$ cat src/rtl/mtimer_scaled.sv
module mtimer_scaled #(
  parameter int REF_W   = 24,
  parameter int SCALE_W = 32,
  parameter int FRAC    = 16
) (
  input  logic               clk,
  input  logic               rst_n,
  input  logic [REF_W-1:0]   ref_time,
  input  logic               upd,
  input  logic               freeze,
  input  logic [SCALE_W-1:0] scale,
  input  logic               retire,
  input  logic               wr_en,
  input  logic [2:0]         wr_sel,
  input  logic [31:0]        wr_data,
  output logic [31:0]        time_lo,
  output logic [31:0]        time_hi,
  output logic [63:0]        mcmp,
  output logic [63:0]        scmp,
  output logic [63:0]        cycles,
  output logic [63:0]        retired,
  output logic [31:0]        pend
);
  localparam int PROD_W = REF_W + SCALE_W;
  localparam int INC_W  = PROD_W - FRAC;
  localparam int SUM_W  = INC_W + 1;
  localparam int CRY_W  = SUM_W - 32;
  localparam logic [31:0] POLL = 32'hC000_0000;

  logic [REF_W-1:0] ref_pt;
  logic [REF_W-1:0] delta;
  logic [PROD_W-1:0] prod;
  logic [INC_W-1:0]  inc;
  logic [SUM_W-1:0]  sum;
  logic [CRY_W-1:0]  carry;
  logic tick, wr_lo, wr_hi;

  assign delta = ref_time - ref_pt;
  assign prod  = {{SCALE_W{1'b0}}, delta} * {{REF_W{1'b0}}, scale};
  assign inc   = prod[PROD_W-1:FRAC];
  assign sum   = {1'b0, inc} + {{(SUM_W-32){1'b0}}, time_lo};
  assign carry = sum[SUM_W-1:32];
  assign tick  = upd && !freeze;
  assign wr_lo = wr_en && wr_sel == 3'd0;
  assign wr_hi = wr_en && wr_sel == 3'd1;

  always_ff @(posedge clk or negedge rst_n) begin
    if (!rst_n) begin
      time_lo <= '0;
      time_hi <= '0;
      ref_pt  <= '0;
    end else begin
      if (freeze || upd) ref_pt <= ref_time;
      if (wr_lo || wr_hi) begin
        if (wr_lo) time_lo <= wr_data;
        if (wr_hi) time_hi <= wr_data;
      end else if (tick) begin
        time_lo <= sum[31:0];
        time_hi <= time_hi + 32'(carry);
      end
    end
  end

  always_ff @(posedge clk or negedge rst_n) begin
    if (!rst_n) begin
      mcmp <= '0;
      scmp <= '0;
      pend <= '0;
    end else begin
      if (wr_en) begin
        case (wr_sel)
          3'd2: mcmp[31:0]  <= wr_data;
          3'd3: mcmp[63:32] <= wr_data;
          3'd4: scmp[31:0]  <= wr_data;
          3'd5: scmp[63:32] <= wr_data;
          default: ;
        endcase
      end
      pend <= ((wr_en && wr_sel == 3'd6) ? wr_data : pend) | (tick ? POLL : 32'd0);
    end
  end

  always_ff @(posedge clk or negedge rst_n) begin
    if (!rst_n) begin
      cycles  <= '0;
      retired <= '0;
    end else if (!freeze) begin
      cycles  <= cycles + 64'd1;
      if (retire) retired <= retired + 64'd1;
    end
  end


  freeze_hold_chk: assert property (@(posedge clk) disable iff (!rst_n)
    freeze && !wr_lo && !wr_hi |=> $stable(time_lo) && $stable(time_hi) && $stable(cycles) && $stable(retired));

  poll_set_chk: assert property (@(posedge clk) disable iff (!rst_n)
    upd && !freeze |=> pend[31:30] == 2'b11);

  wr_prio_chk: assert property (@(posedge clk) disable iff (!rst_n)
    wr_en && wr_sel == 3'd0 |=> time_lo == $past(wr_data));

  wr_keep_hi_chk: assert property (@(posedge clk) disable iff (!rst_n)
    wr_en && wr_sel == 3'd0 |=> time_hi == $past(time_hi));

  idle_hold_chk: assert property (@(posedge clk) disable iff (!rst_n)
    !upd && !(wr_en && wr_sel <= 3'd1) |=> $stable(time_lo) && $stable(time_hi));

  cycle_run_chk: assert property (@(posedge clk) disable iff (!rst_n)
    !freeze |=> cycles != $past(cycles));
endmodule

$ cat config.mk
export PLATFORM = sky130hd
export DESIGN_NAME = mtimer_scaled
export DESIGN_NICKNAME = d
export VERILOG_FILES = /design/src/rtl/mtimer_scaled.sv
export SDC_FILE = /design/constraint.sdc
export NUM_CORES = 2
export LEC_CHECK = 0
export ABC_AREA = 1
export BUFFER_PORTS_ARGS = -buffer_cell sky130_fd_sc_hd__buf_2
export CAP_MARGIN = 5
export CORE_ASPECT_RATIO = 0.9
export CORE_MARGIN = 2
export CORE_UTILIZATION = 47
export CTS_BUF_LIST = sky130_fd_sc_hd__clkbuf_4
export DETAILED_ROUTE_END_ITERATION = 8
export PLACE_DENSITY = 0.76
export SLEW_MARGIN = 20
export SYNTH_ARGS = -nofsm -noshare
export SYNTH_HDL_FRONTEND = slang
export SYNTH_SLANG_ARGS = --single-unit
$ cat constraint.sdc
create_clock -name clk -period 28.9 [get_ports clk]
set_clock_uncertainty 0.1 [all_clocks]
set_input_delay 4.335 -clock clk [delete_from_list [all_inputs] [get_ports clk]]
set_output_delay 4.335 -clock clk [all_outputs]
set_load 0.01 [all_outputs]
Word level (Yosys, flattened, before mapping) --
Cells that the tools add are included.
Word-level totals: flip-flop bits (word level) 376, bits of input ports 97, logic and storage cells 50
Cells by class: add/sub/neg operators 5, multipliers 1, equal/unequal tests 8, muxes and demuxes 8, bitwise logic cells 2, reduce and logical (&&, ||, !) cells 16
Operators with widths (count):
- 32-bit 2-to-1 mux | 8
- 64-bit by 1-bit adder with 64-bit output, second input constant | 2
- 24-bit by 32-bit multiplier with 56-bit output | 1
- 40-bit by 32-bit adder with 41-bit output | 1
- 32-bit by 9-bit adder with 32-bit output | 1
- 32-bit OR | 1
- 24-bit subtractor | 1
- 2-bit AND reduction | 7
- 3-bit equality test, second input constant | 3
- 3-bit by 2-bit equality test with 1-bit output, second input constant | 2
- 1-bit logical AND | 4
- 2-bit != test, second input constant | 2
- 3-bit by 1-bit equality test with 1-bit output, second input constant | 1
- 3-bit logical NOT | 1
- 1-bit logical OR | 2
- 2-bit nonzero test | 1
- 1-bit logical NOT | 1
- 1-bit inverter | 1

Depth between registers and ports, before layout --
word-level depth 6, gate-level depth with buffers 70

Worst setup path before layout --
Ideal clock, no wire load.
kind in2reg, start point input port ref_time[0], end point register time_hi[27], setup time 0.082 ns, arrival time 14.493 ns, path slack 14.225 ns, stages on the path 61, buffers on the path 1, path through inv_1 > ha_1 > inv_1 > fa_1 > nand2_1 > nand2_1 > o21ai_0 > o21ai_1 > a221oi_1 > inv_1 > nand2_1 > nand2_1 > nand2_1 > clkbuf_1 > nand3_1 > fa_1 > inv_1 > fa_1 > (+25 left out) > nand2_1 > nand2_1 > inv_1 > ha_1 > a21oi_1 > o21ai_0 > nand2_1 > nand3_1 > inv_1 > nor2_1 > inv_1 > nor2_1 > nand2_1 > inv_1 > nand2_1 > nand2_1 > nand3_1 > a31oi_1
On the way: word-level cells in the longest chain between the ends 6
RTL lines:
- from (decl) | RTL line 8 | input logic [REF_W-1:0] ref_time,
- 24-bit subtractor | RTL line 38 | assign delta = ref_time - ref_pt;
- 24-bit by 32-bit multiplier with 56-bit output | RTL line 39 | assign prod = {{SCALE_W{1'b0}}, delta} * {{REF_W{1'b0}}, scale};
- 40-bit by 32-bit adder with 41-bit output | RTL line 41 | assign sum = {1'b0, inc} + {{(SUM_W-32){1'b0}}, time_lo};
- 32-bit by 9-bit adder with 32-bit output | RTL line 59 | time_hi <= time_hi + 32'(carry);
- 32-bit 2-to-1 mux | RTL line 57 | end else if (tick) begin
- 32-bit 2-to-1 mux | RTL line 54 | if (wr_lo || wr_hi) begin
- to (signal assigned) | RTL line 56 | if (wr_hi) time_hi <= wr_data;
- to (signal assigned) | RTL line 59
- to (decl) | RTL line 17 | output logic [31:0] time_hi,
No other way between the ends. The select of a mux whose other input is x is not followed. A chain may end at the register's enable or synchronous reset.

Worst setup path after layout --
Same ends and word-level chain as after synthesis.

==> metrics.txt <==
# TYPE chip_impl_metric gauge
chip_impl_metric{name="r2r_slack",unit="ns"} 15.12
chip_impl_info{name="worst_path_most_repeated_cell",value="nand2_1"} 1
chip_impl_metric{name="crit_arrival",unit="ns"} 17.79
chip_impl_metric{name="drc_errors",unit=""} 0
chip_impl_metric{name="number_of_buffers_created_by_cts",unit=""} 98
chip_impl_metric{name="portBuffers",unit=""} 448
chip_impl_metric{name="place.gp.congestion",unit=""} 1.01
chip_impl_metric{name="post_synth_instance_area",unit="um^2"} 45100
chip_impl_metric{name="yosys.area_share.xor_xnor",unit="%"} 3.59
chip_impl_metric{name="setup_viol",unit=""} 0
chip_impl_metric{name="critical_path.max_fanout",unit=""} 20
chip_impl_metric{name="post_cts_buffers",unit=""} 0
chip_impl_metric{name="seqCellArea",unit="um^2"} 9410
chip_impl_metric{name="hold_buffers",unit=""} 0
chip_impl_metric{name="die_w",unit="um"} 331
chip_impl_metric{name="synth.yosys.seq_area_share",unit="%"} 20.9
chip_impl_metric{name="maximum_clock_frequency",unit="MHz"} 58.7
chip_impl_info{name="combinational_family_with_the_most_area_after_synthesis",value="adder cells"} 1
chip_impl_metric{name="wl_per_cell",unit="um"} 21.1
chip_impl_info{name="critPathSlowestCell",value="fa_1"} 1
chip_impl_info{name="crit_type",value="in2reg"} 1
chip_impl_metric{name="multiInputGateArea",unit="um^2"} 30600
chip_impl_metric{name="slew_headroom",unit="%"} 35.0
chip_impl_metric{name="wire_length_of_the_first_global_routing_pass",unit="um"} 242000
chip_impl_metric{name="synth_cell_types",unit=""} 64
chip_impl_metric{name="via_count",unit=""} 40166
chip_impl_metric{name="floorplan.initialDensity",unit="%"} 47.5
chip_impl_metric{name="clkLatencyLatePin",unit="ns"} 0.94
chip_impl_metric{name="total_congestion_overflow_after_global_routing",unit=""} 0
chip_impl_metric{name="antenna_left",unit=""} 0
chip_impl_metric{name="final-max-slew-violation-count",unit=""} 0
chip_impl_metric{name="fillers",unit=""} 8978
chip_impl_metric{name="worstPathRequired",unit="ns"} 29.65
chip_impl_metric{name="layout-drive-gt1-share",unit="%"} 12.1
chip_impl_info{name="ys.flop_type",value="dfrtp_1"} 1
chip_impl_info{name="worst_setup_path_start_kind",value="input pin"} 1
chip_impl_info{name="synthTopCellsByArea",value="fa_1 29%, dfrtp_1 21%, nand2_1 10%"} 1
chip_impl_metric{name="floorplan.die_area",unit="um^2"} 98500
chip_impl_info{name="setup.worst_path.end_class",value="flip-flop"} 1
chip_impl_info{name="cts_root_buf",value="clkbuf_4"} 1
chip_impl_metric{name="final-hold-violation-count",unit=""} 0
chip_impl_info{name="synth_area_leader_cell",value="fa_1"} 1
chip_impl_metric{name="cts.sinks",unit=""} 376
chip_impl_info{name="worstHoldPathType",value="reg2reg"} 1
chip_impl_metric{name="drt_total_wl",unit="um"} 155000
chip_impl_metric{name="cts_htree_levels",unit=""} 3
chip_impl_metric{name="max_cap_viol_count",unit=""} 0
chip_impl_metric{name="finish.net_count",unit=""} 7031
chip_impl_info{name="rsz0062_at_grt",value="no"} 1
chip_impl_metric{name="design.core.area",unit="um^2"} 94900
chip_impl_metric{name="syn_to_final_growth",unit="%"} 10.2
chip_impl_metric{name="first_pass_iters",unit=""} 6
chip_impl_metric{name="timing.critical_path.slowest_cell_delay",unit="ns"} 0.61
chip_impl_metric{name="rows",unit=""} 107
chip_impl_metric{name="fraction_of_synthesis_flops_using_an_asynchronous_set_or_reset_pin",unit="%"} 100
chip_impl_metric{name="ratio_of_final_minimum_period_to_clock_period",unit="%"} 59.0
chip_impl_metric{name="num_io_pins",unit=""} 449
chip_impl_metric{name="cts.reportedPaths.clkPinSlew",unit="ns"} 0.07
chip_impl_metric{name="antenna_found_initial",unit=""} 15
chip_impl_metric{name="post_drt_via_cell_ratio",unit=""} 5.45
chip_impl_metric{name="worst_pin_slew",unit="ns"} 0.973
chip_impl_metric{name="adder_cell_fraction_of_synth_area",unit="%"} 36.1
chip_impl_metric{name="yosys.area_share.simple",unit="%"} 21.4
chip_impl_info{name="cts_tree",value="yes"} 1
chip_impl_metric{name="ys_warn_count",unit=""} 0
chip_impl_metric{name="grt_start_max_net_pins",unit=""} 122
chip_impl_metric{name="synthesis.area_per_instance",unit="um^2"} 7.98
chip_impl_metric{name="synth_nets",unit=""} 6655
chip_impl_metric{name="placement.cell_area",unit="um^2"} 48400
chip_impl_metric{name="finalWorstPathRequiredPeriod",unit="ns"} 17.05
chip_impl_metric{name="finalSetupTns",unit="ns"} 0
chip_impl_metric{name="via_count_of_the_first_global_routing_pass",unit=""} 40775
chip_impl_metric{name="globalRouteTotalUtil",unit="%"} 32.1
chip_impl_metric{name="detailed_place_hpwl",unit="um"} 126000
chip_impl_metric{name="final_cell_area",unit="um^2"} 49700
chip_impl_metric{name="synth.area.mux_share",unit="%"} 0.0250
chip_impl_metric{name="synth_seq_cells",unit=""} 376
chip_impl_metric{name="synth_compound_gate_area_share",unit="%"} 6.59
chip_impl_metric{name="chipHeight",unit="um"} 298
chip_impl_metric{name="ctsLongestPathBuffers",unit=""} 3
chip_impl_metric{name="synth_largest_type_area_fraction",unit="%"} 29.3
chip_impl_metric{name="number_of_flops_mapped_to_enable_cells_by_yosys",unit=""} 0
chip_impl_metric{name="post_synth_inst_count",unit=""} 5651
chip_impl_info{name="result_of_the_run",value="complete, no violations"} 1
chip_impl_metric{name="drt_iter0_drc",unit=""} 3555
chip_impl_metric{name="cts_resized",unit=""} 0
==> through the flow <==
stage / setup WS (ns) / std cells / hold WS, ns / utilization, %
2_1_floorplan: 14.22 / 5651 / 0.357 / -
3_3_place_gp: 11.20 / 7179 / 0.353 / 51.0
3_5_place_dp: 11.16 / 7179 / 0.353 / 51.0
4_1_cts: 12.11 / 7349 / 0.373 / 52.3
5_1_grt: 10.83 / 7363 / 0.397 / 52.4
6_report: 11.85 / 7365 / 0.367 / 52.4
==> state kept, by name, summed over array words and instances (netlist names) <==
register and count:
cycles 64, mcmp 64, pend 32, ref_pt 24, retired 64, scmp 64, time_hi 32, time_lo 32
==> cells in the mapped netlist, drive strengths merged (7+ instances only) <==
cell type,instances
o21ai,258
a21oi,197
nor2,545
a31oi,53
nor4,31
ha,247
o21bai,11
xor2,122
nand2,1224
or2,34
buf,44
nand3b,8
xnor2,63
nand4,65
fa,660
dfrtp,376
nor3b,7
nand3,264
nor3,87
clkbuf,166
a21o,11
inv,1141
==> logic make-up (layout without fill, tap and decap cells) <==
logic type,count (synthesis),count (layout)
flops,376,376
other cells,0,15
mux,1,1
fa+ha+maj,907,907
compound gates,555,555
buf+inv,1353,1799
xor+xnor,185,185
simple gates,2274,2274
==> critical path, delay by kind of cell <==
kind                       cells  cell delay [ns]
xor gates and xnor gates       1             0.22
AOI/OAI and AO/OA             12             2.56
buffers and inverters         12             1.07
adders and majority gates     12             5.39
and+or+nand+nor               26             4.19
==> cell usage in the layout (no fill, tap or decap), drive strengths merged, types with 7 or more instances in the layout <==
cell | synthesis | final
or2 | 34 | 34
dfrtp | 376 | 376
nor3 | 87 | 87
inv | 1141 | 1145
xor2 | 122 | 122
xnor2 | 63 | 63
nand3 | 264 | 264
a21oi | 197 | 197
nand2 | 1224 | 1224
fa | 660 | 660
clkbuf | 166 | 140
diode | 0 | 15
buf | 44 | 486
nand3b | 8 | 8
clkinv | 2 | 28
o21ai | 258 | 258
nor4 | 31 | 31
o21bai | 11 | 11
nor3b | 7 | 7
nor2 | 545 | 545
ha | 247 | 247
nand4 | 65 | 65
a31oi | 53 | 53
a21o | 11 | 11
==> cell type report <==
class | count | area share [%]
diodes | 15 | 0.0755
clock buffers | 140 | 2.11
clock inverters | 30 | 0.388
inverters | 1143 | 8.63
multi-input cells | 3922 | 61.6
flip-flops and latches | 376 | 18.9
well taps | 1253 | 3.15
repair buffers | 486 | 5.15
==> layer usage <==
| layer | global-route usage (%) | part of all wire (%) | wire length, um |
|---|---|---|---|
| met5 | 0 | 0.037 | 58 |
| met4 | 12.9 | 4.5 | 7070 |
| met3 | 9.66 | 11 | 16800 |
| met2 | 49.3 | 45 | 70200 |
| met1 | 42.5 | 39 | 61300 |
==> worst paths after layout <==
kind                              from           to  cells after the start
min                        retired[63]  retired[63]                      1
max                        ref_time[0]  time_hi[27]                     63
min in group asynchronous        rst_n     pend[17]                      1
max reg2reg                  ref_pt[0]  time_hi[27]                     61
max in group asynchronous        rst_n   ref_pt[11]                      4
min reg2reg                retired[63]  retired[63]                      1
Power is left out: the tool's default activity adds up to more than one toggle a clock period on the data nets, which glitch-free logic cannot reach.
